### src/rtl/ovs_pkg.sv
package ovs_pkg;

    typedef enum logic [2:0] {
        S_IDLE  = 3'd0,
        S_TRACK = 3'd1,
        S_CONV  = 3'd2,
        S_WAIT  = 3'd3,
        S_STORE = 3'd4
    } ovs_state_t;

endpackage

### src/rtl/ovs_sat_sub.sv
module ovs_sat_sub #(
    parameter int DATA_W = 12
) (
    input  logic [DATA_W-1:0] raw,
    input  logic [DATA_W-1:0] offset,
    output logic [DATA_W-1:0] corrected
);

    // Clip at zero so that a sample below the stored offset cannot wrap around.
    always_comb begin
        if (raw > offset) begin
            corrected = raw - offset;
        end else begin
            corrected = '0;
        end
    end

endmodule

### src/rtl/ovs_round_shift.sv
module ovs_round_shift #(
    parameter int ACC_W = 20
) (
    input  logic [ACC_W-1:0] sum,
    input  logic [3:0]       shift,
    output logic [ACC_W-1:0] scaled
);

    logic [ACC_W:0] half;
    logic [ACC_W:0] total;

    // Add half of the LSB that survives the shift, then shift.
    always_comb begin
        if (shift == 4'd0) begin
            half = '0;
        end else begin
            half = (ACC_W+1)'(1) << (shift - 4'd1);
        end
        total  = {1'b0, sum} + half;
        scaled = ACC_W'(total >> shift);
    end

endmodule

### src/rtl/ovs_scan_ctrl.sv
module ovs_scan_ctrl
    import ovs_pkg::*;
#(
    parameter int NCH       = 3,
    parameter int DATA_W    = 12,
    parameter int ACC_W     = 20,
    parameter int MAX_LOG2  = 8,
    parameter int MAX_SHIFT = 8,
    parameter int TRK_W     = 8,
    localparam int CH_W     = (NCH > 1) ? $clog2(NCH) : 1,
    localparam int CNT_W    = MAX_LOG2 + 1
) (
    input  logic                 clk,
    input  logic                 rst_n,
    input  logic                 start,
    input  logic [3:0]           cfg_log2_cnt,
    input  logic [3:0]           cfg_shift,
    input  logic [TRK_W-1:0]     cfg_track,
    input  logic                 cfg_cal_en,
    output logic                 adc_track,
    output logic                 adc_convert,
    output logic                 adc_cal,
    output logic [CH_W-1:0]      adc_chan,
    input  logic                 adc_valid,
    input  logic [DATA_W-1:0]    adc_data,
    output logic [NCH*ACC_W-1:0] result_flat,
    output logic [NCH-1:0]       ch_done,
    output logic                 scan_done
);

    localparam logic [CH_W-1:0] LAST_CH = CH_W'(NCH - 1);

    typedef struct packed {
        ovs_state_t                 st;
        logic                       cal_mode;
        logic                       calibrated;
        logic [DATA_W-1:0]          offset;
        logic [CH_W-1:0]            ch;
        logic [CNT_W-1:0]           cnt;
        logic [TRK_W-1:0]           tmr;
        logic [ACC_W-1:0]           acc;
        logic [3:0]                 k;
        logic [3:0]                 sh;
        logic [TRK_W-1:0]           trk;
        logic [NCH-1:0][ACC_W-1:0]  res;
        logic [NCH-1:0]             chd;
        logic                       sdone;
    } ctl_t;

    ctl_t ctl_d, ctl_q;

    logic [DATA_W-1:0] sample_corr;
    logic [ACC_W-1:0]  rounded;
    logic [CNT_W-1:0]  cnt_last;
    logic [3:0]        k_in;
    logic [3:0]        sh_in;

    ovs_sat_sub #(
        .DATA_W(DATA_W)
    ) i_sat_sub (
        .raw      (adc_data),
        .offset   (ctl_q.offset),
        .corrected(sample_corr)
    );

    ovs_round_shift #(
        .ACC_W(ACC_W)
    ) i_round_shift (
        .sum   (ctl_q.acc),
        .shift (ctl_q.sh),
        .scaled(rounded)
    );

    always_comb begin
        k_in     = (cfg_log2_cnt > 4'(MAX_LOG2)) ? 4'(MAX_LOG2) : cfg_log2_cnt;
        sh_in    = (cfg_shift > 4'(MAX_SHIFT)) ? 4'(MAX_SHIFT) : cfg_shift;
        cnt_last = (CNT_W'(1) << ctl_q.k) - CNT_W'(1);
        ctl_d    = ctl_q;

        case (ctl_q.st)
            S_IDLE: begin
                if (start) begin
                    ctl_d.k        = k_in;
                    ctl_d.sh       = sh_in;
                    ctl_d.trk      = cfg_track;
                    ctl_d.chd      = '0;
                    ctl_d.sdone    = 1'b0;
                    ctl_d.ch       = '0;
                    ctl_d.cnt      = '0;
                    ctl_d.acc      = '0;
                    ctl_d.tmr      = '0;
                    ctl_d.cal_mode = cfg_cal_en && !ctl_q.calibrated;
                    ctl_d.st       = S_TRACK;
                end
            end
            S_TRACK: begin
                if (ctl_q.tmr == ctl_q.trk) begin
                    ctl_d.tmr = '0;
                    ctl_d.st  = S_CONV;
                end else begin
                    ctl_d.tmr = ctl_q.tmr + TRK_W'(1);
                end
            end
            S_CONV: begin
                ctl_d.st = S_WAIT;
            end
            S_WAIT: begin
                if (adc_valid) begin
                    if (ctl_q.cal_mode) begin
                        ctl_d.offset     = adc_data;
                        ctl_d.calibrated = 1'b1;
                        ctl_d.cal_mode   = 1'b0;
                        ctl_d.st         = S_TRACK;
                    end else begin
                        ctl_d.acc = ctl_q.acc + ACC_W'(sample_corr);
                        if (ctl_q.cnt == cnt_last) begin
                            ctl_d.st = S_STORE;
                        end else begin
                            ctl_d.cnt = ctl_q.cnt + CNT_W'(1);
                            ctl_d.st  = S_TRACK;
                        end
                    end
                end
            end
            S_STORE: begin
                ctl_d.res[ctl_q.ch] = rounded;
                ctl_d.chd[ctl_q.ch] = 1'b1;
                ctl_d.acc           = '0;
                ctl_d.cnt           = '0;
                if (ctl_q.ch == LAST_CH) begin
                    ctl_d.sdone = 1'b1;
                    ctl_d.st    = S_IDLE;
                end else begin
                    ctl_d.ch = ctl_q.ch + CH_W'(1);
                    ctl_d.st = S_TRACK;
                end
            end
            default: begin
                ctl_d.st = S_IDLE;
            end
        endcase
    end

    always_ff @(posedge clk) begin
        if (!rst_n) begin
            ctl_q <= '0;
        end else begin
            ctl_q <= ctl_d;
        end
    end

    assign adc_track   = (ctl_q.st == S_TRACK);
    assign adc_convert = (ctl_q.st == S_CONV);
    assign adc_cal     = ctl_q.cal_mode;
    assign adc_chan    = ctl_q.ch;
    assign result_flat = ctl_q.res;
    assign ch_done     = ctl_q.chd;
    assign scan_done   = ctl_q.sdone;

endmodule

### config.mk
export PLATFORM = sky130hd
export DESIGN_NAME = ovs_scan_ctrl
export DESIGN_NICKNAME = d
export VERILOG_FILES = /design/src/rtl/ovs_pkg.sv /design/src/rtl/ovs_sat_sub.sv /design/src/rtl/ovs_round_shift.sv /design/src/rtl/ovs_scan_ctrl.sv
export SDC_FILE = /design/constraint.sdc
export NUM_CORES = 1
export LEC_CHECK = 0
export ABC_AREA = 1
export BUFFER_PORTS_ARGS = -buffer_cell sky130_fd_sc_hd__buf_2
export CAP_MARGIN = 20
export CORE_ASPECT_RATIO = 0.5
export CORE_MARGIN = 1
export CORE_UTILIZATION = 30
export CTS_BUF_LIST = sky130_fd_sc_hd__clkbuf_8
export DETAILED_ROUTE_END_ITERATION = 10
export RECOVER_POWER = 100
export REMOVE_ABC_BUFFERS = 1
export SKIP_CTS_REPAIR_TIMING = 1
export SYNTH_ARGS = -nofsm -noshare
export SYNTH_HDL_FRONTEND = slang
export SYNTH_HIERARCHICAL = 1
export SYNTH_SLANG_ARGS = --single-unit
export TNS_END_PERCENT = 50
### constraint.sdc
create_clock -name clk -period 2.8 [get_ports clk]
set_input_delay 0.28 -clock clk [delete_from_list [all_inputs] [get_ports clk]]
set_output_delay 0.28 -clock clk [all_outputs]
set_load 0.01 [all_outputs]
======== Word level (Yosys, flattened, before mapping) ========
Index checks and enable logic that the tools add are counted.
cells by class
  muxes and demuxes ....................... 33
  bitwise operators ....................... 1
  order comparisons ....................... 5
  add/sub/neg operators ................... 8
  equality and inequality tests ........... 14
  reductions and logical operators ........ 19
  shifts and indexed selects .............. 3
operators with widths
  operator                                                            count
  60-bit bitwise mux                                                  1
  20-bit 2-to-1 mux                                                   3
  20-bit one-hot mux with 3 select lines                              1
  55-bit 2-to-1 mux                                                   1
  20-bit demux with 2-bit select                                      1
  9-bit 2-to-1 mux                                                    3
  9-bit one-hot mux with 3 select lines                               1
  20-bit by 21-bit adder with 21-bit output                           1
  21-bit 2-to-1 mux                                                   1
  1-bit by 4-bit << shifter with 21-bit output, first input constant  1
  21-bit by 4-bit >> shifter with 20-bit output                       1
  20-bit by 12-bit adder with 20-bit output                           1
  17-bit 2-to-1 mux                                                   1
  4-bit 2-to-1 mux                                                    4
  8-bit one-hot mux with 2 select lines                               1
  3-bit one-hot mux with 5 select lines                               1
  3-bit AND reduction                                                 5
  13-bit 2-to-1 mux                                                   1
  12-bit > comparator                                                 1
  12-bit 2-to-1 mux                                                   1
  2-bit != test, second input constant                                6
  12-bit subtractor                                                   1
  9-bit by 1-bit adder with 9-bit output, second input constant       1
  9-bit == test                                                       1
  other kinds (32)                                                    43
storage, ports and cells
  flip-flop bits (word level) ............. 136
  word-level logic and storage cells ...... 99
  output and inout bits ................... 69
  input bits .............................. 33

======== Logic depth before layout (Yosys ltp) ========
  depth after elaboration ................. 7
  gate-level depth with buffers ........... 25
  gate-level depth less buffers ........... 24

======== Cells and area by module ========
The synthesis kept the hierarchy.
by module, submodules not included
  module           seq. area each (sq um)  area an instance (sq um)  instances  cells each
  ovs_scan_ctrl    2722.6                  6731.5                    1          937
  ovs_round_shift  0.0                     2353.5                    1          463
  ovs_sat_sub      0.0                     880.8                     1          166

======== Least setup slack after synthesis ========
No wires, ideal clock.
  path type ............................... reg2reg
  from .................................... reg ctl_q[119] in the netlist's numbering
  to ...................................... reg ctl_q[99] in the netlist's numbering
  setup slack ............................. -0.182 ns
  stages on the path, launching flop included .. 21
  setup time .............................. 0.119 ns
  buffers on the path ..................... 1
  period minus slack after synthesis ...... 2.982 ns
  arrival ................................. 2.864 ns
  required time ........................... 2.681 ns
  cells stage by stage .................... dfxtp_1 ha_1 inv_1 fa_1 nand3_1 nand3_2 nand3_1 nand3_2 nand2_2 buf_6 nor2_2 ha_1 nand2_1 o21ai_0 nand2_1 nand2_1 nand3_1 o211ai_1 nand2_1 nor3b_1 nor2_1
on the way
  word-level cells in the longest chain between the ends .. 6
  elaborated cells between the ends (all ways) .. 7
  those cells by class .................... 2 x add/sub; 1 x order compare; 4 x mux
ends and longest elaborated chain
  item                                                      line                                  RTL
  start: declaration                                        ovs_scan_ctrl.sv:50                   ctl_t ctl_d, ctl_q;
  start signal: assignment                                  ovs_scan_ctrl.sv:148                  ctl_q <= ctl_d;
  12-bit subtractor or 12-bit > comparator (tied branches)  ovs_sat_sub.sv:12, ovs_sat_sub.sv:11
  12-bit 2-to-1 mux *                                       ovs_sat_sub.sv:11                     if (raw > offset) begin
  via sample_corr[2]                                        ovs_scan_ctrl.sv:52                   logic [DATA_W-1:0] sample_corr;
  20-bit by 12-bit adder with 20-bit output *               ovs_scan_ctrl.sv:115                  ctl_d.acc = ctl_q.acc + ACC_W'(sample_corr);
  20-bit 2-to-1 mux *                                       ovs_scan_ctrl.sv:109                  if (ctl_q.cal_mode) begin
  20-bit 2-to-1 mux *                                       ovs_scan_ctrl.sv:108                  if (adc_valid) begin
  20-bit one-hot mux with 3 select lines *                  ovs_scan_ctrl.sv:80                   case (ctl_q.st)
Mark *: on every way through the listed nets, which the timed path passes. The rest lies on a longest branch. The select of a mux whose other input is x is not followed.
A chain may end at the register's enable or synchronous reset.

======== Final worst setup path ========
  from .................................... reg ctl_q[74] in the netlist's numbering
  to ...................................... reg ctl_q (netlist bit result_flat[49])
on the way
  word-level cells in the longest chain between the ends .. 6
  elaborated cells between the ends (all ways) .. 7
  those cells by class .................... 2 x add/sub; 2 x shift; 2 x mux; 1 x reduce/logical
ends and longest elaborated chain
  item                                             line                   RTL
  4-bit by 1-bit subtractor with 4-bit output      ovs_round_shift.sv:17  half = (ACC_W+1)'(1) << (shift - 4'd1);
  1-bit by 4-bit << shifter with 21-bit output     ovs_round_shift.sv:17
  21-bit 2-to-1 mux                                ovs_round_shift.sv:14  if (shift == 4'd0) begin
  20-bit by 21-bit adder with 21-bit output        ovs_round_shift.sv:19  total = {1'b0, sum} + half;
  21-bit by 4-bit >> shifter with 20-bit output *  ovs_round_shift.sv:20  scaled = ACC_W'(total >> shift);
  via rounded[9]                                   ovs_scan_ctrl.sv:53    logic [ACC_W-1:0] rounded;
  60-bit bitwise mux *                             ovs_scan_ctrl.sv:126   ctl_d.res[ctl_q.ch] = rounded;
Mark *: on every way through the listed nets, which the timed path passes. The rest lies on a longest branch.

==> results.cfg <==
[drt]
route.detailed.vias_per_inst = 4.78
drtAntennaViolNets = 0
first_pass_iteration_count_of_the_detailed_router = 5
detail_route.iter0.violations = 628
total_wirelength_of_the_detailed_routed_design_microns = 30000
vias = 10400
avgRoutedWirePerCell_microns = 13.8
drcViolationCount = 0

[power]
ir_worst_vdd_mv = 0.316
p_leak_nw = 5.68
pwr_density_cell_nw_per_um2 = 456
post-layout-total-power_mw = 6.23

[clock_tree]
cts_max_path_buffers = 2
clock_latency_ns = 0.48
cts_tree = yes
tritoncts.num_buffers = 17
ctsRootBufferMaster = sky130_fd_sc_hd__clkbuf_8
clock_tree.htree_level_count = 4
clk_pin_slew_ns = 0.09
clkSinkCount = 136

[floorplan]
fp.dieArea_sq_um = 34000
placeableCoreArea_sq_um = 32200
initial_standard_cell_utilization_of_the_core = 0.310
die-height_microns = 131
dieWidth_microns = 260
io-pin-count = 102
row_count = 46

[timing]
final.setup.worst_slack_ns = -0.134
slew_headroom = 0.308
max_freq_ghz = 0.341
finalCriticalPeriod_ns = 2.93
timing.final.max_slew_violations = 0
fin_crit_sh = 1.05
skew_ns = 0.0157
tightestPinTransition_ns = 1.04
report.final.setup_viol = 33
sum_of_negative_setup_slack_ns = -1.30
grt_setup_unrepaired = yes
hold_viol_final = 0

[status]
status = complete, but fails checks
violations = negative setup slack

[global_routing]
globalRouteOverflowTotal = 0
groute.layer.met2.usage = 0.255
grt_util_met3 = 0.0326
grt.busiest_layer = met2
number_of_antenna_violations_at_the_first_check_in_global_routing = 0
grt_pass1_wl_microns = 43900
number_of_global_route_vias_before_repair = 8943
grt_use_total = 0.161
global_route.usage.met1 = 0.217
grt_start_max_net_pins = 61

[synth]
cell_types_occupying_the_most_area_after_synthesis = sky130_fd_sc_hd__dfxtp_1 27%, sky130_fd_sc_hd__nand2_1 15%, sky130_fd_sc_hd__nand3_1 9.8%
synthDominantCellAreaShare = 0.273
ys_seq_area_frac = 0.273
yosysUniqueCellTypes = 54
synth_enable_flop_cells = 0
ys.flop_type = sky130_fd_sc_hd__dfxtp_1
synthCells = 1566
syn_area_sq_um = 9970
synth.yosys.warnings = 6
synthArstFlopShare = 0
synth_seq_cells = 136
post_synth.cell_area_avg_sq_um = 6.36
synth_area_leader_cell = sky130_fd_sc_hd__dfxtp_1

[layout]
multi_input_comb_area_sq_um = 7640
area_growth_syn_to_layout_pct = 37.3
layout-drive-gt1-share = 0.365
fin_nets = 1809
final-instance-count-excl-fill = 2172
fillers = 3205
antenna-diode-count = 0
seq_area_sq_um = 2750

[worst_setup_path]
worst_setup_path_start_kind = register
critPathTopFamily = simple AND/OR/NAND/NOR gates
critical-path-slowest-cell = sky130_fd_sc_hd__dfxtp_4
worst-endpoint-arrival_ns = 3.34
critical_path.endpoint_type = register
critical_path.max_stage_delay_ns = 0.40
cp_cell_sequence = buf_6 -> nor2_4 -> clkinv_4 -> nor2_4 -> ha_4 -> nand2_4 -> inv_2 -> a21oi_4 -> nand3_4 -> nand2_4 -> nand2_2 -> nand2_2 -> nand2_2 -> nand2_2 -> nand3_2 -> and2_4 -> o21ai_4 -> nand3_2 -> a21oi_2
worstSetupPathType = register to register
worst_ep_required_time_ns = 3.21
critPathMaxFanout = 6
critPathBufInv = 3
r2r_slack_ns = -0.13
critical_path.most_common_cell = sky130_fd_sc_hd__nand2_2

[place]
detail_placement_hpwl_microns = 21500
preCtsSetupSlack_ns = -0.317
place.gp.congestion = 0.917
dp_cells = 2121
port-buffer-count = 101

[flow_run]
cap_viol_max_count = 0

[hold_path]
hold_wc_path_type = primary input to register
[final timing paths]
path | from | endpoint | cells after the start
worst min-delay path | cfg_shift[2] | ctl_q[74] | 3
worst max register to register | ctl_q[74] | result_flat[49] | 19
worst min register to register | ch_done[2] | ch_done[2] | 2
worst max-delay path | ctl_q[74] | result_flat[49] | 19
[routing by layer]
metal | up-vias | wire [microns]
li1 | 5357 | -
met1 | 4800 | 14500
met2 | 188 | 13900
met3 | 42 | 998
met4 | 0 | 584
met5 | - | 0
[worst reg2reg max path, delay by kind of cell, from the launching register on]
kind / cells / cell delay, ns
and+or+nand+nor: 12 / 1.37
AOI/OAI and AO/OA: 3 / 0.54
DFF: 1 / 0.40
buffers and inverters: 3 / 0.32
adders and majority gates: 1 / 0.24
[cell usage after synthesis (15+ instances only)]
master                     count
sky130_fd_sc_hd__nor2_1      122
sky130_fd_sc_hd__a21oi_1     143
sky130_fd_sc_hd__xor2_1       15
sky130_fd_sc_hd__o21ai_0      48
sky130_fd_sc_hd__ha_1         46
sky130_fd_sc_hd__nand2_2      19
sky130_fd_sc_hd__nand3_2      21
sky130_fd_sc_hd__nand4_1      19
sky130_fd_sc_hd__dfxtp_1     136
sky130_fd_sc_hd__nor2_2       19
sky130_fd_sc_hd__inv_1       174
sky130_fd_sc_hd__clkbuf_1     30
sky130_fd_sc_hd__nand3_1     195
sky130_fd_sc_hd__buf_4        68
sky130_fd_sc_hd__nand2_1     406
[cell type report]
type / instances / share of cell area
multi-input combinational: 1129 / 0.559
clock buffer: 18 / 0.0181
tap: 432 / 0.0395
clock inverter: 14 / 0.00915
sequential: 136 / 0.201
timing repair buffer: 258 / 0.121
inverter: 185 / 0.0524
[state kept, by name (all words and copies together) (netlist names)]
signal       cells
result_flat     60
ctl_q           69
scan_done        1
adc_chan         2
ch_done          3
adc_cal          1
[cell families (layout without fill, tap and decap cells)]
logic type	after synthesis	count (layout)	share of synthesized area
compound gates	229	229	0.125
simple gates	829	829	0.376
xor+xnor	21	21	0.0185
buf+inv	301	475	0.144
fa+ha+maj	49	49	0.0638
other cells	1	1	0.000376
flops	136	136	0.273
[placed cells by master, fill, tap and decap left out, types with 12 or more instances in the layout]
cell                       Yosys  routed
sky130_fd_sc_hd__nand2_2      19      75
sky130_fd_sc_hd__dfxtp_1     136     123
sky130_fd_sc_hd__nor2_1      122      87
sky130_fd_sc_hd__nor2_2       19      27
sky130_fd_sc_hd__o21ai_0      48      37
sky130_fd_sc_hd__nand3_2      21      93
sky130_fd_sc_hd__nor2_4        4      31
sky130_fd_sc_hd__buf_2         7      32
sky130_fd_sc_hd__clkbuf_1     30      70
sky130_fd_sc_hd__a21oi_2       5      43
sky130_fd_sc_hd__ha_1         46      14
sky130_fd_sc_hd__nand2_1     406     323
sky130_fd_sc_hd__inv_1       174     159
sky130_fd_sc_hd__clkbuf_8      2      18
sky130_fd_sc_hd__ha_4          0      30
sky130_fd_sc_hd__nand3_1     195     105
sky130_fd_sc_hd__nand4_1      19      19
sky130_fd_sc_hd__nand2_4       2      29
sky130_fd_sc_hd__a21oi_1     143     101
sky130_fd_sc_hd__buf_4        68     143
sky130_fd_sc_hd__xor2_1       15      12
sky130_fd_sc_hd__inv_2         9      18
sky130_fd_sc_hd__nand3_4       0      18
[power by group]
group	switching, mW	internal (mW)	leakage, nW
Clock	0.854	0.724	0.173
Combinational	1.66	0.860	4.40
Sequential	0.0967	2.03	1.11
Total	2.61	3.62	5.68
[stage by stage]
step / util / instance area, sq um / hold slack (ns)
final: 0.425 / 13700 / 0.0191
after global routing: 0.425 / 13700 / 0.0270
after CTS: 0.364 / 11700 / -0.0215
after detailed placement: 0.352 / 11300 / 0.440
after global placement: 0.352 / 11300 / 0.435
after floorplan: - / 9230 / 0.411
Note: power is estimated with default switching activity, not from simulation.
